### src/rtl/pwrup_pkg.sv
package pwrup_pkg;
    localparam int LNK_W     = 32;
    localparam int LS_LSB    = 16;
    localparam int LS_W      = 6;
    localparam int FORCE_BIT = 15;

    typedef enum logic [3:0] {
        S_IDLE, S_FORCE, S_LTSSM_OFF, S_ASRT_PD, S_RCLK_OFF,
        S_CK_PHY, S_CK_BUS, S_CK_CORE, S_PD_OFF,
        S_GAP, S_SETTLE, S_EP_HOLD, S_RELEASE, S_POST
    } seq_st_e;

    typedef struct packed {
        seq_st_e          st;
        logic             shut;
        logic             core_rst;
        logic             phy_pd;
        logic             refclk;
        logic             ltssm;
        logic             ck_phy;
        logic             ck_bus;
        logic             ck_core;
        logic             ep_act;
        logic             done;
        logic             we;
        logic [LNK_W-1:0] wdata;
    } seq_regs_t;
endpackage

### src/rtl/pwrup_us_timer.sv
module pwrup_us_timer #(
    parameter int CLK_PER_US = 100,
    parameter int CW         = 17
) (
    input  logic          clk,
    input  logic          rst_n,
    input  logic          load_i,
    input  logic [CW-1:0] len_i,
    output logic          exp_o
);
    localparam int PW = (CLK_PER_US > 1) ? $clog2(CLK_PER_US) : 1;
    localparam logic [PW-1:0] PRE_LAST = PW'(CLK_PER_US - 1);

    typedef struct packed {
        logic          run;
        logic          exp;
        logic [PW-1:0] pre;
        logic [CW-1:0] cnt;
    } tmr_t;

    tmr_t tmr_d, tmr_q;

    always_comb begin
        tmr_d     = tmr_q;
        tmr_d.exp = 1'b0;
        if (load_i) begin
            tmr_d.run = 1'b1;
            tmr_d.pre = '0;
            tmr_d.cnt = len_i;
        end else if (tmr_q.run) begin
            if (tmr_q.pre == PRE_LAST) begin
                tmr_d.pre = '0;
                if (tmr_q.cnt <= CW'(1)) begin
                    tmr_d.run = 1'b0;
                    tmr_d.exp = 1'b1;
                end else begin
                    tmr_d.cnt = tmr_q.cnt - CW'(1);
                end
            end else begin
                tmr_d.pre = tmr_q.pre + PW'(1);
            end
        end
    end

    always_ff @(posedge clk) begin
        if (!rst_n) tmr_q <= '0;
        else        tmr_q <= tmr_d;
    end

    assign exp_o = tmr_q.exp;


    exp_single_chk: assert property (@(posedge clk) disable iff (!rst_n)
        tmr_q.exp |=> !tmr_q.exp);

    exp_from_run_chk: assert property (@(posedge clk) disable iff (!rst_n)
        $rose(tmr_q.exp) |-> $past(tmr_q.run));
endmodule

### src/rtl/pwrup_linkfix.sv
module pwrup_linkfix
    import pwrup_pkg::*;
(
    input  logic [LNK_W-1:0] rd_i,
    output logic [LNK_W-1:0] wd_o
);
    for (genvar i = 0; i < LNK_W; i++) begin : g_bit
        if (i == FORCE_BIT) begin : g_force
            assign wd_o[i] = 1'b1;
        end else if (i >= LS_LSB && i < LS_LSB + LS_W) begin : g_clear
            assign wd_o[i] = 1'b0;
        end else begin : g_keep
            assign wd_o[i] = rd_i[i];
        end
    end
endmodule

### src/rtl/link_pwrup_seq.sv
module link_pwrup_seq
    import pwrup_pkg::*;
#(
    parameter int CLK_PER_US = 100,
    parameter int GAP_US     = 10,
    parameter int SETTLE_US  = 200,
    parameter int EPRST_US   = 100000,
    parameter int POST_US    = 200
) (
    input  logic             clk,
    input  logic             rst_n,
    input  logic             boot_refclk_i,
    input  logic             boot_ltssm_i,
    input  logic             cfg_sw_rst_i,
    input  logic             cfg_ep_act_hi_i,
    input  logic             start_i,
    input  logic             shutdown_i,
    input  logic [LNK_W-1:0] lnk_rdata_i,
    output logic [LNK_W-1:0] lnk_wdata_o,
    output logic             lnk_we_o,
    output logic             ltssm_en_o,
    output logic             refclk_en_o,
    output logic             phy_pd_o,
    output logic             core_rst_o,
    output logic             clk_phy_en_o,
    output logic             clk_bus_en_o,
    output logic             clk_core_en_o,
    output logic             ep_rst_o,
    output logic             busy_o,
    output logic             done_o
);
    localparam int MAX_A  = (GAP_US > SETTLE_US) ? GAP_US : SETTLE_US;
    localparam int MAX_B  = (EPRST_US > POST_US) ? EPRST_US : POST_US;
    localparam int MAX_US = (MAX_A > MAX_B) ? MAX_A : MAX_B;
    localparam int CW     = $clog2(MAX_US + 1);

    seq_regs_t        r_d, r_q;
    logic             tmr_load;
    logic [CW-1:0]    tmr_len;
    logic             tmr_exp;
    logic [LNK_W-1:0] fix_wd;
    logic             link_left_on;

    pwrup_linkfix i_fix (
        .rd_i (lnk_rdata_i),
        .wd_o (fix_wd)
    );

    pwrup_us_timer #(.CLK_PER_US(CLK_PER_US), .CW(CW)) i_tmr (
        .clk    (clk),
        .rst_n  (rst_n),
        .load_i (tmr_load),
        .len_i  (tmr_len),
        .exp_o  (tmr_exp)
    );

    assign link_left_on = r_q.refclk && r_q.ltssm;

    always_comb begin
        r_d      = r_q;
        r_d.done = 1'b0;
        r_d.we   = 1'b0;
        unique case (r_q.st)
            S_IDLE: begin
                if (shutdown_i || start_i) begin
                    r_d.shut = shutdown_i;
                    r_d.st   = link_left_on ? S_FORCE : S_ASRT_PD;
                end
            end
            S_FORCE: begin
                r_d.we    = 1'b1;
                r_d.wdata = fix_wd;
                r_d.st    = S_LTSSM_OFF;
            end
            S_LTSSM_OFF: begin
                r_d.ltssm = 1'b0;
                r_d.st    = S_ASRT_PD;
            end
            S_ASRT_PD: begin
                r_d.phy_pd   = 1'b1;
                r_d.core_rst = cfg_sw_rst_i;
                r_d.st       = S_RCLK_OFF;
            end
            S_RCLK_OFF: begin
                r_d.refclk = 1'b0;
                r_d.st     = r_q.shut ? S_IDLE : S_CK_PHY;
            end
            S_CK_PHY: begin
                r_d.ck_phy = 1'b1;
                r_d.st     = S_CK_BUS;
            end
            S_CK_BUS: begin
                r_d.ck_bus = 1'b1;
                r_d.st     = S_CK_CORE;
            end
            S_CK_CORE: begin
                r_d.ck_core = 1'b1;
                r_d.st      = S_PD_OFF;
            end
            S_PD_OFF: begin
                r_d.phy_pd = 1'b0;
                r_d.st     = S_GAP;
            end
            S_GAP: begin
                if (tmr_exp) begin
                    r_d.refclk = 1'b1;
                    r_d.st     = S_SETTLE;
                end
            end
            S_SETTLE: begin
                if (tmr_exp) begin
                    r_d.ep_act = 1'b1;
                    r_d.st     = S_EP_HOLD;
                end
            end
            S_EP_HOLD: begin
                if (tmr_exp) begin
                    r_d.ep_act = 1'b0;
                    r_d.st     = S_RELEASE;
                end
            end
            S_RELEASE: begin
                if (cfg_sw_rst_i) begin
                    r_d.core_rst = 1'b0;
                    r_d.st       = S_POST;
                end else begin
                    r_d.done = 1'b1;
                    r_d.st   = S_IDLE;
                end
            end
            S_POST: begin
                if (tmr_exp) begin
                    r_d.done = 1'b1;
                    r_d.st   = S_IDLE;
                end
            end
            default: r_d.st = S_IDLE;
        endcase
    end

    always_comb begin
        tmr_load = (r_d.st != r_q.st) &&
                   (r_d.st inside {S_GAP, S_SETTLE, S_EP_HOLD, S_POST});
        unique case (r_d.st)
            S_GAP:     tmr_len = CW'(GAP_US);
            S_SETTLE:  tmr_len = CW'(SETTLE_US);
            S_EP_HOLD: tmr_len = CW'(EPRST_US);
            default:   tmr_len = CW'(POST_US);
        endcase
    end

    always_ff @(posedge clk) begin
        if (!rst_n) begin
            r_q        <= '0;
            r_q.st     <= S_IDLE;
            r_q.refclk <= boot_refclk_i;
            r_q.ltssm  <= boot_ltssm_i;
        end else begin
            r_q <= r_d;
        end
    end

    assign lnk_wdata_o   = r_q.wdata;
    assign lnk_we_o      = r_q.we;
    assign ltssm_en_o    = r_q.ltssm;
    assign refclk_en_o   = r_q.refclk;
    assign phy_pd_o      = r_q.phy_pd;
    assign core_rst_o    = r_q.core_rst;
    assign clk_phy_en_o  = r_q.ck_phy;
    assign clk_bus_en_o  = r_q.ck_bus;
    assign clk_core_en_o = r_q.ck_core;
    assign ep_rst_o      = r_q.ep_act ? cfg_ep_act_hi_i : !cfg_ep_act_hi_i;
    assign busy_o        = (r_q.st != S_IDLE);
    assign done_o        = r_q.done;


    force_needs_link_chk: assert property (@(posedge clk) disable iff (!rst_n)
        lnk_we_o |-> ltssm_en_o && refclk_en_o);

    ltssm_drop_chk: assert property (@(posedge clk) disable iff (!rst_n)
        lnk_we_o |=> !ltssm_en_o);

    bus_after_phy_chk: assert property (@(posedge clk) disable iff (!rst_n)
        $rose(clk_bus_en_o) |-> clk_phy_en_o);

    core_after_bus_chk: assert property (@(posedge clk) disable iff (!rst_n)
        $rose(clk_core_en_o) |-> clk_bus_en_o);

    refclk_pd_chk: assert property (@(posedge clk) disable iff (!rst_n)
        $rose(refclk_en_o) |-> !phy_pd_o);

    ep_needs_clk_chk: assert property (@(posedge clk) disable iff (!rst_n)
        r_q.ep_act |-> refclk_en_o && clk_core_en_o && !phy_pd_o);

    core_rel_chk: assert property (@(posedge clk) disable iff (!rst_n)
        $fell(core_rst_o) |-> !r_q.ep_act && clk_core_en_o);

    done_pulse_chk: assert property (@(posedge clk) disable iff (!rst_n)
        done_o |=> !done_o);

    done_state_chk: assert property (@(posedge clk) disable iff (!rst_n)
        done_o |-> !busy_o && refclk_en_o && !phy_pd_o);
endmodule

### config.mk
export PLATFORM = sky130hd
export DESIGN_NAME = link_pwrup_seq
export DESIGN_NICKNAME = d
export VERILOG_FILES = /design/src/rtl/pwrup_pkg.sv /design/src/rtl/pwrup_us_timer.sv /design/src/rtl/pwrup_linkfix.sv /design/src/rtl/link_pwrup_seq.sv
export SDC_FILE = /design/constraint.sdc
export NUM_CORES = 1
export LEC_CHECK = 0
export BUFFER_PORTS_ARGS = -buffer_cell sky130_fd_sc_hd__buf_4
export CORE_MARGIN = 2
export CORE_UTILIZATION = 47
export DETAILED_ROUTE_END_ITERATION = 8
export PLACE_DENSITY = 0.72
export SYNTH_ARGS = -nofsm -noshare
export SYNTH_HDL_FRONTEND = slang
export SYNTH_SLANG_ARGS = --single-unit
### constraint.sdc
create_clock -name clk -period 4.7 [get_ports clk]
set_input_delay 0.47 -clock clk [delete_from_list [all_inputs] [get_ports clk]]
set_output_delay 0.47 -clock clk [all_outputs]
set_load 0.05 [all_outputs]
### Word level (Yosys, flattened, before mapping)

Index checks and enable logic that the tools add are counted.

| storage, ports and cells | value |
|---|---|
| flip-flop bits (word level) | 67 |
| bits of input ports | 40 |
| output and inout port bits | 43 |
| logic and storage cells | 103 |

| operators by class | value |
|---|---|
| add/sub/neg operators | 2 |
| order comparisons | 1 |
| equal/unequal tests | 26 |
| mux-type cells | 35 |
| bitwise logic cells | 3 |
| reductions and logical operators | 19 |

Operator list:

| kind | count |
|---|---|
| one-hot mux 4 bit (14 select lines) | 1 |
| 2-to-1 mux 17 bit | 3 |
| equality test 4 bit (second input constant) | 10 |
| 2-to-1 mux 40 bit | 1 |
| one-hot mux 17 bit (2 select lines) | 1 |
| 2-to-1 mux 33 bit | 1 |
| 2-to-1 mux 26 bit | 1 |
| 2-to-1 mux 4 bit | 5 |
| less-or-equal comparator 17 x 1 -> 1 bit (second input constant) | 1 |
| subtractor 17 x 1 -> 17 bit (second input constant) | 1 |
| equality test 4 x 3 -> 1 bit (second input constant) | 4 |
| 2-to-1 mux 1 bit | 11 |
| one-hot mux 1 bit (2 select lines) | 5 |
| nonzero test 2 bit | 5 |
| equality test 4 x 2 -> 1 bit (second input constant) | 2 |
| != test 2 x 1 -> 1 bit (second input constant) | 4 |
| nonzero test 4 bit | 2 |
| adder 7 x 1 -> 7 bit (second input constant) | 1 |
| equality test 7 bit (second input constant) | 1 |
| 2-to-1 mux 7 bit | 1 |
| 2-to-1 mux 2 bit | 3 |
| AND reduction 2 bit | 3 |
| AND reduction 3 bit | 2 |
| 2-to-1 mux 5 bit | 1 |
| 13 further kinds | 16 |

### Logic depth before layout (Yosys ltp)

| depth | value |
|---|---|
| depth in word-level cells | 9 |
| mapped depth | 7 |
| gate-level depth less buffers | 7 |

### Cells and area by module

From an unflattened synthesis, not the netlist that was laid out.

| unflattened totals | value |
|---|---|
| cells, all modules | 506 |
| area total of the unflattened synthesis | 4161.5 um^2 |

By module, submodules not included:

| module | times used | cells an instance | area each (um^2) | sequential area each (um^2) |
|---|---|---|---|---|
| link_pwrup_seq | 1 | 287 | 2376.0 | 960.9 |
| pwrup_us_timer | 1 | 185 | 1537.7 | 520.5 |
| pwrup_linkfix | 1 | 34 | 247.7 | 0.0 |

### Least setup slack after synthesis

OpenSTA, ideal clock, no wires.

| path | value |
|---|---|
| kind | register to register |
| from | register i_tmr.tmr_q[8] (netlist name) |
| to | register i_tmr.tmr_q[5] (netlist name) |
| library setup time | 0.147 ns |
| arrival | 2.068 ns |
| data required time | 4.553 ns |
| setup slack | 2.485 ns |
| stages on the path, launching flop included | 8 |
| path buffers | 2 |
| clock period less this slack | 2.215 ns |
| cells stage by stage | dfxtp_1 > or4_4 > or4_4 > buf_6 > o21a_1 > buf_6 > o22ai_1 > a221oi_1 |

| between the ends | value |
|---|---|
| cells in the longest elaborated chain, start to end | 3 |

Ends and longest elaborated chain:

| element | line | source |
|---|---|---|
| start: declaration | pwrup_us_timer.sv:21 | `tmr_t tmr_d, tmr_q;` |
| start signal: assignment | pwrup_us_timer.sv:47 | `else tmr_q <= tmr_d;` |
| less-or-equal comparator 17 x 1 -> 1 bit | pwrup_us_timer.sv:33 | `if (tmr_q.cnt <= CW'(1)) begin` |
| != test 2 x 1 -> 1 bit (no line) | n/a |  |
| AND reduction 3 bit (no line) | n/a |  |

Every way passes these cells.
A chain may end at the register's enable or synchronous reset.

### Final worst setup path

| path | value |
|---|---|
| from | register r_q[43] (netlist name) |
| to | register i_tmr.tmr_q (netlist bit i_tmr.exp_o) |

| between the ends | value |
|---|---|
| cells in the longest elaborated chain, start to end | 6 |
| elaborated cells between the ends (all ways) | 28 |
| those cells by class | eq/ne: 18; mux: 6; reduce/logical: 4 |

Ends and longest elaborated chain:

| element | line | source |
|---|---|---|
| start: declaration | link_pwrup_seq.sv:37 | `seq_regs_t r_d, r_q;` |
| start signal: assignment | link_pwrup_seq.sv:159 | `r_q <= r_d;` |
| equality test 4 bit (tied with other cells) | link_pwrup_seq.sv:63 | `unique case (r_q.st)` |
| one-hot mux 4 bit (14 select lines) | link_pwrup_seq.sv:63 |  |
| equality test 4 bit | link_pwrup_seq.sv:143 | `(r_d.st inside {S_GAP, S_SETTLE, S_EP_HOLD, S_POST});` |
| nonzero test 4 bit | link_pwrup_seq.sv:143 |  |
| logical AND 1 bit * | link_pwrup_seq.sv:142 | `tmr_load = (r_d.st != r_q.st) &&` |
| OR reduction 4 bit (no line) * | n/a |  |

Every way passes the cells marked *; elsewhere a longest branch is shown, timed or not.

==> flow_summary.json <==
{
  "core_area_um2": 6870,
  "slew_headroom_pct": 42.3,
  "synth.most_common_cell": "nand2_1",
  "cts_post_setup_buffers_inserted": 0,
  "y_dimension_of_the_die_um": 88.8,
  "worstPathMaxFanout": 22,
  "postSynth.topFlopCell": "dfxtp_1",
  "post_synth_main_area_contributors": "dfxtp_1 38%, nand2_1 7.5%, buf_4 7.3%, a21oi_1 6.5%, nor2_1 4.7%",
  "drive_above_1_share_pct": 21.3,
  "first_global_vias": 2603,
  "finish.cell_count_without_fillers": 561,
  "tightest_slew_ps": 863,
  "min_clock_period_post_route_ps": 2730,
  "synth-edff-count": 2,
  "ys_seq_elements": 67,
  "finalHoldViolations": 0,
  "avgRoutedWirePerCell_um": 13.2,
  "clock_insertion_delay_worst_skew_ps": 340,
  "synthesis.yosys.warnings": 0,
  "leading_area_contributor_after_synthesis": "dfxtp_1",
  "power.static_leakage_nw": 1.52,
  "synth_common_cells": "68 x nand2_1, 65 x dfxtp_1, 44 x a21oi_1, 42 x nor2_1, 33 x buf_4",
  "place_worst_setup_slack_ps": 1970,
  "gp_congestion": 0.830,
  "io_pins": 83,
  "result_of_the_run": "finished, final reports clean",
  "synth_cell_type_count": 60,
  "first_iter_violations": 122,
  "syn-instance-count": 427,
  "max_freq_mhz": 367,
  "powerDensity_nw_per_um2": 471,
  "finalClockSkew_ps": 11.7,
  "rsz0062_at_grt": "no",
  "ant_nets": 0,
  "clk_transition_reported_paths_ps": 80,
  "syn_avg_cell_area_um2": 7.92,
  "cts.sinks": 67,
  "post_synth_instance_area_um2": 3380,
  "die-area_um2": 7890,
  "port_buffers": 69,
  "post_cts_resized": 0,
  "setup-violations-final": 0,
  "num_rows": 30,
  "final.setup.worst_slack_ps": 1970,
  "tritoncts": "done",
  "endpoint_arrival_time_on_the_critical_path_ps": 2960,
  "timing_worst_setup_path_type": "reg -> reg",
  "peakVddDrop_mv": 0.145,
  "ratio_of_final_minimum_period_to_clock_period_pct": 58.0,
  "detail_route.first_pass.iterations": 4,
  "initial_core_utilization_pct": 49.3,
  "drc_errors": 0,
  "layout.filler_cells": 668,
  "post_drt_via_cell_ratio": 5.23,
  "clockBufferDepth": 2,
  "tns_ps": 0,
  "design.final.nets": 503,
  "dp_hpwl_um": 5180,
  "grt_usage_pct": 19.0,
  "synth.yosys.seq_area_share_pct": 40.2,
  "area_growth_pct": 14.9,
  "die_x_um": 88.8,
  "insertedDiodeCount": 0,
  "placed_cells": 545,
  "slew_viol_final": 0,
  "clock_tree.htree_level_count": 3,
  "cts_inserted_buffers": 9,
  "clock_tree.root_cell": "clkbuf_8",
  "worst_hold_path_type": "in -> reg",
  "synth-async-reset-ratio_pct": 0,
  "wl_um": 7400,
  "yosys.area.top_type_share_pct": 38.5,
  "overflow": 0,
  "first_pass_grt_wire_length_um": 11800,
  "critPathRequiredTime_ps": 4930,
  "grt_max_degree": 42,
  "report.power.total_w": 0.00183,
  "dr_total_vias": 2934,
  "finalCoreUtilization_pct": 56.6,
  "cap_violations": 0,
  "worstSetupEndpointType": "flip-flop",
  "crit_path_start_kind": "flip-flop",
  "antenna_found_initial": 0,
  "cts.hold.buffers_added": 0
}
metrics by stage:
stage          hold slack (ps)  area, um2
6_report                   369       3890
3_5_place_dp               447       3710
2_1_floorplan              437       3400
3_3_place_gp               442       3710
4_1_cts                    356       3890
5_1_grt                    349       3890
final timing paths:
kind	depth (start not counted)	end	start	slack, ps
worst max-delay path	5	i_tmr.exp_o	r_q[43]	1970
worst min-delay path	3	lnk_wdata_o[3]	lnk_rdata_i[3]	370
worst max register to register	5	i_tmr.exp_o	r_q[43]	1970
worst min register to register	2	lnk_wdata_o[30]	lnk_wdata_o[30]	460
cell families after synthesis:
group / synth area share, %
other: 0.111
multiplexers: 0.296
flip-flops: 40.2
AO/OA/AOI/OAI: 19.0
AND/OR/NAND/NOR: 24.6
adder cells (fa/ha/maj): 1.11
buffers and inverters: 11.6
XOR/XNOR: 3.11
cells in the final DEF (no fill, tap or decap), drive strengths merged, types with 9 or more instances in the layout:
cell type,count
nor3,9
nor2,42
nor2b,9
o21ai,21
nand3,9
clkbuf,9
nand2,68
dfxtp,65
buf,72
inv,10
a21oi,44
sequential cells by signal, summed over array words and instances, names as in the netlist:
signal,flops
i_tmr.exp_o,1
ltssm_en_o,1
clk_core_en_o,1
r_q,6
lnk_we_o,1
phy_pd_o,1
clk_bus_en_o,1
done_o,1
lnk_wdata_o,26
clk_phy_en_o,1
core_rst_o,1
i_tmr.tmr_q,25
refclk_en_o,1
layer usage:
metal	track usage, %	routed length, um
met1	24.1	3320
met2	31.2	3640
met3	4.20	322
met4	7.71	114
met5	0	0
worst max-delay path, stage by stage, from the launching register on:
cell and delay (ps):
dfxtp_1 710, nor2b_1 450, nor3_1 130, nor2_1 450, nand2_1 420, nor4_1 440
power breakdown:
part           switching (W)  internal [W]  total, W  leakage, nW
combinational       0.000464      0.000212  0.000676        0.884
clock               0.000235      0.000195  0.000430       0.0900
sequential         0.0000808      0.000645  0.000726        0.548
total               0.000780       0.00105   0.00183         1.52
final cells by class:
cell class                 count  area, um2  area share, %
sequential                    67       1360           35.0
clock inverter                 7       52.6           1.35
multi-input combinational    301       1650           42.6
inverter                       9       33.8          0.869
timing repair buffer          72        541           13.9
clock buffer                   9        124           3.19
tap                           96        120           3.09
Note: power is estimated with default switching activity, not from simulation.
